`src/rtl/uart_regbank_pkg.sv`:
```
package uart_regbank_pkg;

  typedef enum logic [2:0] {
    OFS_DATA  = 3'd0,
    OFS_IEN   = 3'd1,
    OFS_IID   = 3'd2,
    OFS_LCR   = 3'd3,
    OFS_MCR   = 3'd4,
    OFS_LSR   = 3'd5,
    OFS_MSR   = 3'd6,
    OFS_SPARE = 3'd7
  } reg_ofs_e;

  // interrupt identification codes, value order follows priority
  typedef enum logic [1:0] {
    SRC_MODEM  = 2'b00,
    SRC_THRE   = 2'b01,
    SRC_RXDATA = 2'b10,
    SRC_LINE   = 2'b11
  } irq_src_e;

  typedef struct packed {
    logic       dlab;
    logic       brk;
    logic       stick;
    logic       even;
    logic       par_en;
    logic       stop2;
    logic [1:0] wlen;
  } lcr_t;

  localparam int MODEM_LINES = 4;
  localparam int MCR_BITS    = 5;
  localparam int IEN_BITS    = 4;

  // modem nibble order {dcd, ri, dsr, cts}; control order {loop, out2, out1, rts, dtr}
  function automatic logic [MODEM_LINES-1:0] loop_map(input logic [MCR_BITS-1:0] mcr);
    return {mcr[2], mcr[3], mcr[1], mcr[0]};
  endfunction

endpackage

```
`src/rtl/uart_modem_status.sv`:
```
module uart_modem_status
  import uart_regbank_pkg::*;
#(
  parameter int SYNC_STAGES = 2
) (
  input  logic                   clk,
  input  logic                   rst,
  input  logic [MODEM_LINES-1:0] pins,
  input  logic                   loop_en,
  input  logic [MODEM_LINES-1:0] loop_src,
  input  logic                   clr_delta,
  output logic [2*MODEM_LINES-1:0] msr
);

  logic [SYNC_STAGES-1:0][MODEM_LINES-1:0] sync_q;
  logic [MODEM_LINES-1:0] src, cur_q, delta_q, delta_set;

  generate
    if (SYNC_STAGES == 1) begin : g_one
      always_ff @(posedge clk) begin
        if (rst) sync_q <= '0;
        else     sync_q <= pins;
      end
    end else begin : g_chain
      always_ff @(posedge clk) begin
        if (rst) sync_q <= '0;
        else     sync_q <= {sync_q[SYNC_STAGES-2:0], pins};
      end
    end
  endgenerate

  assign src = loop_en ? loop_src : sync_q[SYNC_STAGES-1];

  // bit 2 is ring: trailing edge only; the others flag any change
  assign delta_set = {cur_q[3] ^ src[3],
                      cur_q[2] & ~src[2],
                      cur_q[1] ^ src[1],
                      cur_q[0] ^ src[0]};

  always_ff @(posedge clk) begin
    if (rst) begin
      cur_q   <= '0;
      delta_q <= '0;
    end else begin
      cur_q   <= src;
      delta_q <= (clr_delta ? '0 : delta_q) | delta_set;
    end
  end

  assign msr = {cur_q, delta_q};

endmodule

```
`src/rtl/uart_thre_src.sv`:
```
module uart_thre_src (
  input  logic clk,
  input  logic rst,
  input  logic thr_empty,
  input  logic thr_write,
  input  logic iid_ack,
  output logic pend
);

  logic prev_q, pend_q;

  always_ff @(posedge clk) begin
    if (rst) begin
      prev_q <= 1'b0;
      pend_q <= 1'b0;
    end else begin
      prev_q <= thr_empty;
      if (thr_empty && !prev_q)      pend_q <= 1'b1;
      else if (thr_write || iid_ack) pend_q <= 1'b0;
    end
  end

  assign pend = pend_q;

endmodule

```
`src/rtl/uart_irq_prio.sv`:
```
module uart_irq_prio
  import uart_regbank_pkg::*;
(
  input  logic [IEN_BITS-1:0] ien,
  input  logic                rx_cond,
  input  logic                tx_cond,
  input  logic                line_cond,
  input  logic                ms_cond,
  output irq_src_e            iid,
  output logic                pending
);

  logic [IEN_BITS-1:0] act;
  assign act = ien & {ms_cond, line_cond, tx_cond, rx_cond};

  always_comb begin
    pending = |act;
    if (act[2])      iid = SRC_LINE;
    else if (act[0]) iid = SRC_RXDATA;
    else if (act[1]) iid = SRC_THRE;
    else             iid = SRC_MODEM;
  end

endmodule

```
`src/rtl/uart_regbank.sv`:
```
module uart_regbank
  import uart_regbank_pkg::*;
#(
  parameter int DATA_W      = 8,
  parameter int DIV_RESET   = 12,
  parameter int SYNC_STAGES = 2
) (
  input  logic                clk,
  input  logic                rst,
  input  logic [2:0]          addr,
  input  logic                wr_en,
  input  logic                rd_en,
  input  logic [DATA_W-1:0]   wdata,
  output logic [DATA_W-1:0]   rdata,
  input  logic [DATA_W-1:0]   rx_data,
  input  logic                rx_ready,
  input  logic                rx_overrun,
  input  logic                rx_parity_err,
  input  logic                rx_frame_err,
  input  logic                rx_break,
  input  logic                thr_empty,
  input  logic                tsr_empty,
  output logic [DATA_W-1:0]   tx_data,
  output logic                tx_load,
  output logic                rx_take,
  output logic                lsr_take,
  output logic [1:0]          word_len,
  output logic                two_stop,
  output logic                parity_en,
  output logic                even_parity,
  output logic                stick_parity,
  output logic                send_break,
  output logic [2*DATA_W-1:0] divisor,
  input  logic                cts_in,
  input  logic                dsr_in,
  input  logic                ri_in,
  input  logic                dcd_in,
  output logic                dtr_out,
  output logic                rts_out,
  output logic                out1_out,
  output logic                out2_out,
  output logic                irq
);

  localparam int DIV_W = 2 * DATA_W;

  lcr_t                lcr_q;
  logic [MCR_BITS-1:0] mcr_q;
  logic [IEN_BITS-1:0] ien_q;
  logic [DIV_W-1:0]    div_q;
  logic [DATA_W-1:0]   rdata_q, tx_data_q;
  logic                tx_load_q, rx_take_q, lsr_take_q, irq_q;

  logic dlab;
  logic wr_thr, wr_dll, wr_dlm, wr_ien, wr_lcr, wr_mcr;
  logic rd_rbr, rd_iid, rd_lsr, rd_msr;
  logic [2*MODEM_LINES-1:0] msr_w;
  logic     thre_pend, pending, iid_ack, line_cond;
  irq_src_e iid;
  logic [7:0]        lsr_val;
  logic [DATA_W-1:0] rd_val;

  assign dlab   = lcr_q.dlab;
  assign wr_thr = wr_en && addr == OFS_DATA && !dlab;
  assign wr_dll = wr_en && addr == OFS_DATA &&  dlab;
  assign wr_ien = wr_en && addr == OFS_IEN  && !dlab;
  assign wr_dlm = wr_en && addr == OFS_IEN  &&  dlab;
  assign wr_lcr = wr_en && addr == OFS_LCR;
  assign wr_mcr = wr_en && addr == OFS_MCR;
  assign rd_rbr = rd_en && addr == OFS_DATA && !dlab;
  assign rd_iid = rd_en && addr == OFS_IID;
  assign rd_lsr = rd_en && addr == OFS_LSR;
  assign rd_msr = rd_en && addr == OFS_MSR;

  uart_modem_status #(.SYNC_STAGES(SYNC_STAGES)) u_modem (
    .clk       (clk),
    .rst       (rst),
    .pins      ({dcd_in, ri_in, dsr_in, cts_in}),
    .loop_en   (mcr_q[4]),
    .loop_src  (loop_map(mcr_q)),
    .clr_delta (rd_msr),
    .msr       (msr_w)
  );

  uart_thre_src u_thre (
    .clk       (clk),
    .rst       (rst),
    .thr_empty (thr_empty),
    .thr_write (wr_thr),
    .iid_ack   (iid_ack),
    .pend      (thre_pend)
  );

  assign line_cond = rx_overrun | rx_parity_err | rx_frame_err | rx_break;

  uart_irq_prio u_prio (
    .ien       (ien_q),
    .rx_cond   (rx_ready),
    .tx_cond   (thre_pend),
    .line_cond (line_cond),
    .ms_cond   (|msr_w[MODEM_LINES-1:0]),
    .iid       (iid),
    .pending   (pending)
  );

  assign iid_ack = rd_iid && pending && iid == SRC_THRE;
  assign lsr_val = {1'b0, tsr_empty, thr_empty, rx_break, rx_frame_err,
                    rx_parity_err, rx_overrun, rx_ready};

  always_comb begin
    rd_val = '0;
    case (addr)
      OFS_DATA: rd_val = dlab ? div_q[DATA_W-1:0] : rx_data;
      OFS_IEN:  if (dlab) rd_val = div_q[DIV_W-1:DATA_W];
                else      rd_val[IEN_BITS-1:0] = ien_q;
      OFS_IID:  rd_val[2:0] = {iid, ~pending};
      OFS_LCR:  rd_val[7:0] = lcr_q;
      OFS_MCR:  rd_val[MCR_BITS-1:0] = mcr_q;
      OFS_LSR:  rd_val[7:0] = lsr_val;
      OFS_MSR:  rd_val[7:0] = msr_w;
      default:  rd_val = '0;
    endcase
  end

  always_ff @(posedge clk) begin
    if (rst) begin
      lcr_q      <= '0;
      mcr_q      <= '0;
      ien_q      <= '0;
      div_q      <= DIV_W'(DIV_RESET);
      rdata_q    <= '0;
      tx_data_q  <= '0;
      tx_load_q  <= 1'b0;
      rx_take_q  <= 1'b0;
      lsr_take_q <= 1'b0;
      irq_q      <= 1'b0;
    end else begin
      if (wr_lcr) lcr_q <= wdata[7:0];
      if (wr_mcr) mcr_q <= wdata[MCR_BITS-1:0];
      if (wr_ien) ien_q <= wdata[IEN_BITS-1:0];
      if (wr_dll) div_q[DATA_W-1:0]     <= wdata;
      if (wr_dlm) div_q[DIV_W-1:DATA_W] <= wdata;
      if (wr_thr) tx_data_q <= wdata;
      if (rd_en)  rdata_q   <= rd_val;
      tx_load_q  <= wr_thr;
      rx_take_q  <= rd_rbr;
      lsr_take_q <= rd_lsr;
      irq_q      <= pending;
    end
  end

  assign rdata        = rdata_q;
  assign tx_data      = tx_data_q;
  assign tx_load      = tx_load_q;
  assign rx_take      = rx_take_q;
  assign lsr_take     = lsr_take_q;
  assign irq          = irq_q;
  assign divisor      = div_q;
  assign word_len     = lcr_q.wlen;
  assign two_stop     = lcr_q.stop2;
  assign parity_en    = lcr_q.par_en;
  assign even_parity  = lcr_q.even;
  assign stick_parity = lcr_q.stick;
  assign send_break   = lcr_q.brk;
  assign dtr_out      = mcr_q[0];
  assign rts_out      = mcr_q[1];
  assign out1_out     = mcr_q[2];
  assign out2_out     = mcr_q[3];

endmodule

```
`config.mk`:
```
export PLATFORM = sky130hd
export DESIGN_NAME = uart_regbank
export DESIGN_NICKNAME = d
export VERILOG_FILES = /design/src/rtl/uart_regbank_pkg.sv /design/src/rtl/uart_modem_status.sv /design/src/rtl/uart_thre_src.sv /design/src/rtl/uart_irq_prio.sv /design/src/rtl/uart_regbank.sv
export SDC_FILE = /design/constraint.sdc
export NUM_CORES = 1
export LEC_CHECK = 0
export ABC_AREA = 1
export ABC_CLOCK_PERIOD_IN_PS = 1200
export BUFFER_PORTS_ARGS = -buffer_cell sky130_fd_sc_hd__buf_2
export CAP_MARGIN = 40
export CORE_MARGIN = 2
export CORE_UTILIZATION = 47
export DETAILED_ROUTE_END_ITERATION = 7
export GPL_ROUTABILITY_DRIVEN = 0
export GPL_TIMING_DRIVEN = 0
export HOLD_SLACK_MARGIN = 0.1
export PLACE_DENSITY = 0.76
export SLEW_MARGIN = 10
export SYNTH_ARGS = -nofsm -noshare
export SYNTH_HDL_FRONTEND = slang
export SYNTH_SLANG_ARGS = --single-unit
```
`constraint.sdc`:
```
create_clock -name clk -period 1.2 [get_ports clk]
set_input_delay 0.12 -clock clk [delete_from_list [all_inputs] [get_ports clk]]
set_output_delay 0.12 -clock clk [all_outputs]
set_load 0.03 [all_outputs]
```
==> metrics.csv, run 1 <==
stage;metric;value;unit
final_layout;final_area;4180;sq um
final_layout;drive_above_1_share;31.6;%
setup_path;slowest_stage;dfxtp_4;
timing;fin_crit_sh;107;%
logic_synthesis;ys_warn_count;0;
setup_path;critical_path_class;reg2reg;
logic_synthesis;synthMuxAreaShare;0;%
power_and_ir_drop;p_switching;1.38;mW
timing;maxSlewHeadroom;57.5;%
die;die_h;83.9;um
die;fp.coreArea;6280;sq um
setup_path;endpoint_kind;flop;
grt;grt.total_usage;26.1;%
timing;setup_ws;-0.0859;ns
power_and_ir_drop;leakage;1.98;nW
grt;met2_usage;41.4;%
logic_synthesis;synth_compound_area_share;15.9;%
cts;clk_latency;0.35;ns
logic_synthesis;synth_fp_nets;461;
setup_path;reg2reg_depth;6;
cts;cts_root_buf;clkbuf_8;
place;place_area;3490;sq um
die;die_area;7040;sq um
place;place_hpwl;6.38;mm
power_and_ir_drop;internal_power;4.01;mW
cts;cts_sinks;71;
power_and_ir_drop;peakVddDrop;1.14;mV
power_and_ir_drop;pwr-share-clk;42.5;%
setup_path;cp.required;1.48;ns
timing;fmax;778;MHz
setup_path;cp_data_arrival_time;1.57;ns
logic_synthesis;synthSimpleGateAreaFrac;27.9;%
logic_synthesis;avgSynthCellArea;7.03;sq um
route;ant_nets;0;
route;drt_iter0_markers;315;
route;drt-wirelength-per-cell;15.4;um
die;start_util;47.8;%
die;rows;29;
final_layout;nFillCells;536;
setup_path;rrSetupSlack;-0.09;ns
run_status;violations;setup timing;
cts;cts_max_level;3;
timing;worst_slew_pin_slew;0.637;ns
grt;grt_pass1_wl;14.3;mm
grt;grt_pass1_vias;2990;
cts;cts_buffers;9;
cts;cts_tree;yes;
grt;grt_use_met3;5.64;%
route;vias;3370;
setup_path;crit_path_end;rdata[7];
timing;period_needed;1.29;ns
power_and_ir_drop;p_seq_share;45.9;%
grt;grt_max_degree;13;
final_layout;finalNetCount;574;
power_and_ir_drop;swShare;25.6;%
timing;holdWs;0.142;ns
final_layout;antenna_cells;0;
place;port-buffer-count;79;
route;drc;0;
grt;grt_use_met1;33.1;%
route;routed_wl;9.59;mm
die;fp.dieW;83.9;um
die;pin_count;81;
cts;cts_max_path_buffers;2;
power_and_ir_drop;powerDensity;1290;nW/um^2
logic_synthesis;synthDistinctLibCells;25;
route;dr.pass1.iters;8;
worst_hold_path;holdCritPathClass;in2reg;
setup_path;crit_path_start;dlab;
setup_path;critical_path.top_delay_family;compound AO/OA/AOI/OAI gates;
timing;setup_viol;17;
logic_synthesis;synthAdderAreaFrac;0;%
run_status;status;complete, but fails checks;
setup_path;path_buf_inv;2;
grt;gr-max-usage-layer;met2;
timing;rsz0062_at_grt;true;
logic_synthesis;seq_area_frac_synth;47.4;%
setup_path;crit_path_start_kind;flop;
logic_synthesis;synth_xor_area_share;0.875;%
route;vias_per_cell;5.43;
timing;finClkSkew;0.00733;ns
cts;clk_pin_slew;0.08;ns
final_layout;syn_to_final_growth;39.3;%
setup_path;crit-reg2reg-launch;dlab;
grt;antenna_found_initial;0;
logic_synthesis;ys_ff_latch;71;
place;pre_cts_ws;-0.292;ns
power_and_ir_drop;power_frac_comb;11.6;%
timing;tns;-0.626;ns
timing;slew_violations;0;
setup_path;path_max_fanout;5;
grt;gr-total-overflow;0;
logic_synthesis;synth_top_family_by_area;simple AND/OR/NAND/NOR gates;
job;maxCapViolations;0;
setup_path;r2r-end;rdata[7];
logic_synthesis;synth.cell_area;3000;sq um
logic_synthesis;synth_cells;427;
setup_path;crit_cells;6;
setup_path;cp_cell_sequence;inv_4 > buf_6 > nor2_1 > o21ai_0 > nand2_1 > a41oi_2;
final_layout;post-route-util;66.6;%
timing;finalHoldViolations;0;
setup_path;critPathMaxStageDelay;0.38;ns
worst min path at each step:
stage,startpoint,to,slack [ns],cells after the start
6_report,wdata[0],ien_q[0],0.14,3
5_1_grt,wdata[0],tx_data[0],0.16,3
4_1_cts,wdata[0],divisor[0],0.11,3
3_5_place_dp,dcd_in,u_modem.sync_q[3],0.33,3
3_3_place_gp,dcd_in,u_modem.sync_q[3],0.32,3
2_1_floorplan,cts_in,u_modem.sync_q[0],0.23,2
flip-flops by register name, indices dropped and copies added, names as in the netlist:
register         cells
divisor             16
rdata                8
tx_data              8
u_modem.sync_q       8
mcr_q                5
ien_q                4
u_modem.cur_q        4
u_modem.delta_q      4
word_len             2
dlab                 1
even_parity          1
irq                  1
lsr_take             1
parity_en            1
rx_take              1
send_break           1
stick_parity         1
two_stop             1
tx_load              1
u_thre.pend          1
u_thre.prev_q        1
cell usage after synthesis:
library cell | count | area share, %
nand2_4 | 1 | 0.38
nor3_1 | 2 | 0.33
o211ai_1 | 2 | 0.50
o21ai_0 | 39 | 6.5
xor2_1 | 3 | 0.88
a22o_1 | 1 | 0.29
dfxtp_1 | 71 | 47
nor2_1 | 46 | 5.8
clkbuf_8 | 1 | 0.46
nand2_2 | 2 | 0.42
nand3_1 | 20 | 3.3
buf_2 | 4 | 0.67
o22ai_1 | 1 | 0.21
nor2_2 | 4 | 0.83
clkbuf_1 | 9 | 1.1
a211oi_1 | 1 | 0.25
buf_4 | 1 | 0.25
inv_1 | 41 | 5.1
nand4_1 | 1 | 0.21
a21oi_1 | 47 | 7.8
nand3_4 | 1 | 0.58
nor3_4 | 1 | 0.54
a41oi_1 | 1 | 0.29
nand2_1 | 124 | 16
inv_2 | 3 | 0.38
per-layer routing:
layer | part of all wire (%) | vias to the layer above
met3 | 9.3 | 33
li1 | - | 1596
met1 | 41 | 1546
met4 | 3.2 | 0
met5 | 0 | -
met2 | 46 | 195
power by group through the flow:
stage	logic (mW)	registers (mW)	clock network [mW]
3_5_place_dp	0.514	2.53	0
2_1_floorplan	0.251	2.59	0
6_report	0.626	2.48	2.29
3_3_place_gp	0.508	2.52	0
4_1_cts	0.558	2.47	2.29
5_1_grt	0.679	2.48	2.38
cells in the final DEF (no fill, tap or decap), types with 2 or more instances in the layout:
master	netlist	routed
buf_6	0	7
dlygate4sd3_1	0	12
o21ai_1	0	11
nor2_1	46	39
buf_4	1	6
nor2_2	4	8
nor2_4	0	4
clkbuf_1	9	7
bufinv_16	0	3
clkbuf_8	1	10
xor2_1	3	3
nand3_1	20	15
o21ai_2	0	5
inv_1	41	39
nor3_1	2	2
nand2_1	124	113
inv_2	3	3
clkinvlp_4	0	2
nand2_4	1	3
dfxtp_1	71	69
nand2_2	2	11
o211ai_1	2	2
inv_4	0	2
nand3_2	0	5
o21ai_0	39	23
a21oi_2	0	14
buf_2	4	81
a21oi_1	47	33
worst min-delay path: cells and delay by family:
family	cells	cell delay (ns)
buffers and inverters	1	0.15
AO/OA/AOI/OAI	2	0.18
layout make-up:
class / instances / area [sq um] / area share [%]
buffer: 14 / 106 / 2.54
clock buffer: 9 / 124 / 2.96
clock inverter: 6 / 110 / 2.63
inverter: 44 / 170 / 4.07
multi-input combinational: 298 / 1530 / 36.5
sequential: 71 / 1430 / 34.1
tap: 77 / 96.3 / 2.30
timing repair buffer: 102 / 623 / 14.9
cells by family after synthesis:
group           Yosys count
xor+xnor                  3
compound gates           92
simple gates            202
flops                    71
buf+inv                  59
stage by stage:
step | power, mW | instances
2_1_floorplan | 2.84 | 427
3_3_place_gp | 3.03 | 583
3_5_place_dp | 3.04 | 583
4_1_cts | 5.32 | 613
5_1_grt | 5.55 | 621
6_report | 5.39 | 621
timing repair:
item                                   CTS  global route
resized for setup                       20            69
pin swaps                                5            26
gates cloned                             1             3
endpoints found under the hold margin   21             0
setup endpoints to repair               31            29
setup buffers                            3             5
hold buffers                            12             0
No activity file was read; power rests on OpenSTA's default activity.
==> run 2, diff against run 1 <==
--- a/config.mk
+++ b/config.mk
@@ -16,6 +16,7 @@
 export GPL_TIMING_DRIVEN = 0
 export HOLD_SLACK_MARGIN = 0.1
 export PLACE_DENSITY = 0.76
+export SKIP_LAST_GASP = 1
 export SLEW_MARGIN = 10
 export SYNTH_ARGS = -nofsm -noshare
 export SYNTH_HDL_FRONTEND = slang
==> run 2 against run 1 <==
Against the previous run:
- fmax up 0.87%
- global-route usage barely moved
- first-iteration DRC count down 17%
- the flow still finishes with violations (setup timing)
- clock skew fell by 0.0028 ns
- hold slack improved by 0.012 ns
==> metrics.csv, run 2 (synthesis gave the netlist of run 1 again) <==
stage;metric;value;unit;change
grt;grt_pass1_vias;2981;;-0.30%
grt;grt_max_degree;13;;unchanged
die;die_h;83.9;um;unchanged
die;die_area;7040;sq um;unchanged
route;drt-wirelength-per-cell;15.1;um;-2.0%
power_and_ir_drop;powerDensity;1320;nW/um^2;+2.3%
job;maxCapViolations;0;;unchanged
route;drc;0;;unchanged
setup_path;critPathMaxStageDelay;0.36;ns;-0.02 ns
power_and_ir_drop;total_power;5.35;mW;-0.83%
final_layout;finalNetCount;568;;-1.0%
cts;cts_max_path_buffers;2;;unchanged
grt;grt_pass1_wl;14.3;mm;-0.19%
timing;setup_ws;-0.0749;ns;+0.0110 ns
final_layout;drive_above_1_share;26.6;%;-5.0 points
grt;antenna_found_initial;0;;unchanged
route;routed_wl;9.31;mm;-3.0%
setup_path;critical_path.top_delay_family;simple AND/OR/NAND/NOR gates;;
route;drt_iter0_markers;261;;-17%
timing;worst_slew_pin_slew;0.644;ns;+0.00638 ns
cts;cts_max_level;3;;unchanged
setup_path;critical_path_class;reg2reg;;
timing;slew_violations;0;;unchanged
run_status;violations;setup timing;;
final_layout;final_area;4050;sq um;-3.1%
setup_path;cp_data_arrival_time;1.52;ns;-0.05 ns
setup_path;cp_cell_sequence;inv_2 > buf_6 > nand2_1 > nor2_4 > nor2_4 > a22o_1;;
die;start_util;47.8;%;unchanged
setup_path;cp.required;1.45;ns;-0.03 ns
worst_hold_path;holdCritPathClass;in2reg;;
cts;cts_sinks;71;;unchanged
setup_path;path_common_cell;nor2_4;;
timing;period_needed;1.27;ns;-0.0110 ns
setup_path;path_buf_inv;2;;unchanged
cts;cts_root_buf;clkbuf_8;;
setup_path;slowest_stage;dfxtp_4;;
timing;maxSlewHeadroom;57.1;%;-0.43 points
final_layout;antenna_cells;0;;unchanged
grt;gr-total-overflow;0;;unchanged
setup_path;path_max_fanout;5;;unchanged
final_layout;syn_to_final_growth;35.0;%;
cts;cts_tree;yes;;
timing;rsz0062_at_grt;true;;
power_and_ir_drop;leakage;1.92;nW;-3.3%
place;place_hpwl;6.38;mm;unchanged
cts;cts_buffers;9;;unchanged
die;pin_count;81;;unchanged
setup_path;crit_path_start_kind;flop;;
die;fp.dieW;83.9;um;unchanged
route;vias_per_cell;5.43;;about the same
die;rows;29;;unchanged
final_layout;finalNonFillerCells;615;;-0.97%
grt;grt.total_usage;26.0;%;about the same
timing;finClkSkew;0.00452;ns;-0.00281 ns
route;dr.pass1.iters;6;;-2
setup_path;endpoint_kind;flop;;
run_status;status;complete, but fails checks;;
timing;fin_crit_sh;106;%;-0.92 points
place;port-buffer-count;79;;unchanged
route;vias;3337;;-0.98%
power_and_ir_drop;peakVddDrop;1.13;mV;-0.39%
timing;finalHoldViolations;0;;unchanged
timing;fmax;784;MHz;+0.87%
final_layout;largest_register_ffs;16;;unchanged
final_layout;final_common_cell;nand2_1;;
timing;setup_viol;22;;+5
place;pre_cts_ws;-0.292;ns;unchanged
place;dp_cells;583;;unchanged
cts;clk_latency;0.35;ns;about the same
route;ant_nets;0;;unchanged
die;fp.coreArea;6280;sq um;unchanged
final_layout;mostFrequentLayoutCells;nand2_1, buf_2, dfxtp_1;;
place;place_area;3490;sq um;unchanged
cts;clk_pin_slew;0.07;ns;about the same
run 2: final timing paths:
path / start / endpoint / slack, ns / cells after the start
worst max-delay path: dlab / tx_data[7] / -0.07 / 6
worst min-delay path: rx_data[7] / rdata[7] / 0.15 / 5
worst max register to register: dlab / tx_data[7] / -0.07 / 6
worst min register to register: u_modem.sync_q[2] / u_modem.sync_q[6] / 0.40 / 2
run 2: final cells by class:
class / count / area (sq um)
inverters: 44 / 168
clock buffers: 9 / 124
plain buffers: 14 / 103
fillers: 565 / 2220
multi-input cells: 298 / 1450
repair buffers: 96 / 572
well taps: 77 / 96.3
clock inverters: 6 / 110
flip-flops and latches: 71 / 1430
run 2: layer usage:
metal,track usage [%],vias to the layer above,wire length [um]
met1,33.0,1528,3850
met5,0,-,0
met3,5.64,37,841
li1,-,1586,-
met2,41.5,186,4230
met4,13.8,0,380
run 2: metrics by stage:
stage / hold WS (ns) / util (%) / setup TNS, ns
final: 0.154 / 64.6 / -0.606
after global routing: 0.178 / 64.6 / -2.25
after CTS: 0.106 / 62.7 / -0.273
after detailed placement: 0.325 / 55.7 / -9.43
after global placement: 0.321 / 55.7 / -8.30
after floorplan: 0.227 / - / 0
run 2: report_power, final:
part           switching [mW]  internal [mW]
clock network           0.916           1.36
registers              0.0454           2.43
logic                   0.392          0.201
total                    1.35           3.99
run 2: what timing repair did:
action / in CTS / in global routing
cloned: 1 / 2
setup endpoints to repair: 31 / 33
hold buffers: 12 / 0
buffers inserted: 3 / 0
hold endpoints to repair: 21 / 0
resized for setup: 19 / 41
pin swaps: 5 / 6
run 2: worst reg2reg max path, stage by stage (launching register included):
cell and delay (ns):
dfxtp_4 0.36, inv_2 0.10, buf_6 0.13, nand2_1 0.08, nor2_4 0.21, nor2_4 0.08
a22o_1 0.21
==> run 3, diff against run 2 <==
--- a/config.mk
+++ b/config.mk
@@ -5,17 +5,15 @@
 export SDC_FILE = /design/constraint.sdc
 export NUM_CORES = 1
 export LEC_CHECK = 0
-export ABC_AREA = 1
 export ABC_CLOCK_PERIOD_IN_PS = 1200
 export BUFFER_PORTS_ARGS = -buffer_cell sky130_fd_sc_hd__buf_2
 export CAP_MARGIN = 40
 export CORE_MARGIN = 2
-export CORE_UTILIZATION = 47
+export CORE_UTILIZATION = 35
 export DETAILED_ROUTE_END_ITERATION = 7
 export GPL_ROUTABILITY_DRIVEN = 0
 export GPL_TIMING_DRIVEN = 0
 export HOLD_SLACK_MARGIN = 0.1
-export PLACE_DENSITY = 0.76
 export SKIP_LAST_GASP = 1
 export SLEW_MARGIN = 10
 export SYNTH_ARGS = -nofsm -noshare
==> run 3 against run 2 <==
Against the previous run:
- final cell count is 8.9% lower
- via count fell by 6.7%
- area after synthesis is 3.6% higher
- register-to-register slack worse by 0.14 ns
- non-clock buffer count increased by 10
- power increased by 0.76%
- combinational power grew 8.4%
- clock-buffer cell count is 2 higher
- the run still ends with setup timing left
- critical path type unchanged
- critical path depth shrank 1
- clock skew increased by 0.0038 ns
==> metrics.csv, run 3 <==
stage;metric;value;unit;change
grt;grt_pass1_vias;2901;;-2.7%
worst_hold_path;holdCritPathClass;in2reg;;
die;fp.coreArea;8680;sq um;+38%
logic_synthesis;synth.cell_area;3110;sq um;+3.6%
logic_synthesis;synthSimpleGateAreaFrac;19.8;%;-8.1 points
grt;gr-total-overflow;0;;unchanged
die;die_h;98.3;um;+17%
die;die_area;9650;sq um;+37%
power_and_ir_drop;leakage;1.88;nW;-1.8%
timing;rsz0062_at_grt;true;;
die;pin_count;81;;unchanged
route;drt-wirelength-per-cell;19.0;um;+26%
route;vias_per_cell;5.56;;+2.4%
timing;fmax;706;MHz;-10%
cts;cts_max_level;3;;unchanged
timing;setup_viol;27;;+23%
logic_synthesis;synth_fp_nets;374;;-19%
grt;grt_pass1_wl;15.9;mm;+12%
place;port-buffer-count;79;;unchanged
setup_path;cp_data_arrival_time;1.65;ns;+0.13 ns
setup_path;cp.required;1.44;ns;about the same
job;maxCapViolations;0;;unchanged
run_status;status;complete, but fails checks;;
logic_synthesis;yosysTopAreaCell;dfxtp_1;;
worst_hold_path;hp-start;rd_en;;
final_layout;syn_to_final_growth;37.2;%;
logic_synthesis;synthMuxAreaShare;14.2;%;+14 points
route;vias;3113;;-6.7%
logic_synthesis;synth_top_family_by_area;simple AND/OR/NAND/NOR gates;;
final_layout;post-route-util;49.1;%;-15 points
timing;slew_violations;0;;unchanged
cts;cts_max_path_buffers;2;;unchanged
logic_synthesis;synth-edff-count;0;;unchanged
cts;cts_buffers;9;;unchanged
timing;maxSlewHeadroom;56.0;%;-1.0 points
cts;clk_latency;0.36;ns;about the same
route;dr.pass1.iters;5;;-1
logic_synthesis;synth_ff_type;dfxtp_1;;
logic_synthesis;synth_area_leaders;dfxtp_1, mux2i_1, nand2_1;;
logic_synthesis;ys_warn_count;0;;unchanged
cts;cts_tree;yes;;
cts;clk_pin_slew;0.07;ns;about the same
final_layout;final_common_cell;buf_2;;
timing;finalHoldViolations;0;;unchanged
die;start_util;35.8;%;-12 points
final_layout;finalNetCount;482;;-15%
setup_path;crit_path_start_kind;flop;;
power_and_ir_drop;peakVddDrop;0.744;mV;-34%
timing;fin_crit_sh;118;%;+12 points
setup_path;endpoint_kind;flop;;
timing;setup_ws;-0.216;ns;-0.141 ns
grt;grt_max_degree;13;;unchanged
final_layout;antenna_cells;0;;unchanged
timing;period_needed;1.42;ns;+0.141 ns
setup_path;path_max_fanout;6;;+1
setup_path;crit_path_start;dlab;;
final_layout;largest_register_ffs;16;;unchanged
logic_synthesis;synth_cells;340;;-20%
logic_synthesis;synthDistinctLibCells;55;;+120%
place;place_hpwl;7.53;mm;+18%
setup_path;critical_path_class;reg2reg;;
logic_synthesis;synth_xor_area_share;0.845;%;-0.030 points
die;rows;34;;+17%
route;ant_nets;0;;unchanged
logic_synthesis;ys_ff_latch;71;;unchanged
logic_synthesis;synthArstFlopShare;0;%;unchanged
grt;grt.total_usage;21.7;%;-4.4 points
logic_synthesis;seq_area_frac_synth;45.7;%;-1.6 points
logic_synthesis;yosys.cell_count.top_type;dfxtp_1;;
final_layout;mostFrequentLayoutCells;buf_2, dfxtp_1, nand2_1;;
setup_path;crit-reg2reg-launch;dlab;;
cts;cts_sinks;71;;unchanged
logic_synthesis;synthAdderAreaFrac;0;%;unchanged
grt;antenna_found_initial;0;;unchanged
timing;finClkSkew;0.00834;ns;+0.00382 ns
logic_synthesis;synthTopCellsByCount;dfxtp_1, nand2_1, nor2_1;;
power_and_ir_drop;total_power;5.39;mW;+0.76%
run_status;violations;setup timing;;
timing;worst_slew_pin_slew;0.660;ns;+0.0157 ns
die;fp.dieW;98.3;um;+17%
route;routed_wl;10.7;mm;+15%
route;drc;0;;unchanged
logic_synthesis;synth_compound_area_share;14.4;%;-1.5 points
cts;cts_root_buf;clkbuf_8;;
power_and_ir_drop;powerDensity;1260;nW/um^2;-4.3%
route;drt_iter0_markers;200;;-23%
final_layout;drive_above_1_share;34.1;%;+7.5 points
logic_synthesis;avgSynthCellArea;9.14;sq um;+30%
logic_synthesis;synth_top_area_share;45.7;%;-1.6 points
[run 3: changes by cell type after synthesis, moves of 4 or more]
cell / delta
nor2_1: -6
nor2b_1: +13
nand2_1: -83
nand3_1: -4
a21oi_1: -22
mux2i_1: +38
o21ai_0: -32
inv_1: -35
a221oi_1: +4
[run 3: cell type report]
cell class | instances | area [sq um]
Buffer | 21 | 141
Clock buffer | 11 | 163
Clock inverter | 4 | 76.3
Fill cell | 813 | 4410
Inverter | 7 | 26.3
Multi-Input combinational cell | 239 | 1670
Sequential cell | 71 | 1440
Tap cell | 108 | 135
Timing Repair Buffer | 99 | 618
[run 3: path summary, 6_finish.rpt]
| check | depth (start not counted) | to | slack (ns) |
|---|---|---|---|
| worst max-delay path | 5 | rdata[0] | -0.22 |
| worst min-delay path | 3 | rdata[4] | 0.16 |
| worst max register to register | 5 | rdata[0] | -0.22 |
| worst min register to register | 1 | u_modem.sync_q[7] | 0.44 |
[run 3: layer usage]
layer / up-vias / share of wire [%] / track usage, %
li1: 1420 / - / -
met1: 1489 / 43 / 28.5
met2: 177 / 46 / 33.7
met3: 27 / 8.3 / 6.23
met4: 0 / 2.4 / 8.75
met5: - / 0 / 0
[run 3: cells by family after synthesis]
kind of cell | after synthesis
simple gates | 128
flops | 71
compound gates | 66
mux | 42
buf+inv | 30
xor+xnor | 3
[run 3: stage by stage]
| stage | TNS, ns | hold WS, ns | cell area, sq um | setup WS [ns] | instances |
|---|---|---|---|---|---|
| after floorplan | -0.150 | 0.244 | 3140 | -0.0577 | 340 |
| final | -2.31 | 0.160 | 4270 | -0.216 | 560 |
| after detailed placement | -9.57 | 0.335 | 3670 | -0.391 | 527 |
| after CTS | -1.58 | 0.147 | 4210 | -0.168 | 560 |
| after global routing | -3.77 | 0.164 | 4270 | -0.256 | 560 |
| after global placement | -8.40 | 0.330 | 3670 | -0.385 | 527 |
[run 3: what timing repair did]
| action | 4_1_cts | 5_1_grt |
|---|---|---|
| gates resized for setup | 28 | 12 |
| setup buffers | 5 | 0 |
| pin swaps | 12 | 8 |
| hold endpoints to repair | 28 | 0 |
| cloned | 2 | 0 |
| hold buffers | 13 | 0 |
| endpoints found under the setup margin | 41 | 34 |
[run 3: power breakdown]
part	total, mW	internal (mW)	switching [mW]
sequential	2.46	2.41	0.0489
clock	2.28	1.35	0.940
combinational	0.643	0.256	0.387
[run 3: worst max-delay path, cell delays in order, from the launching register on]
cell,delay (ns)
dfxtp_4,0.42
buf_6,0.15
mux2i_1,0.24
o2bb2ai_2,0.11
a221oi_2,0.27
a21oi_1,0.10
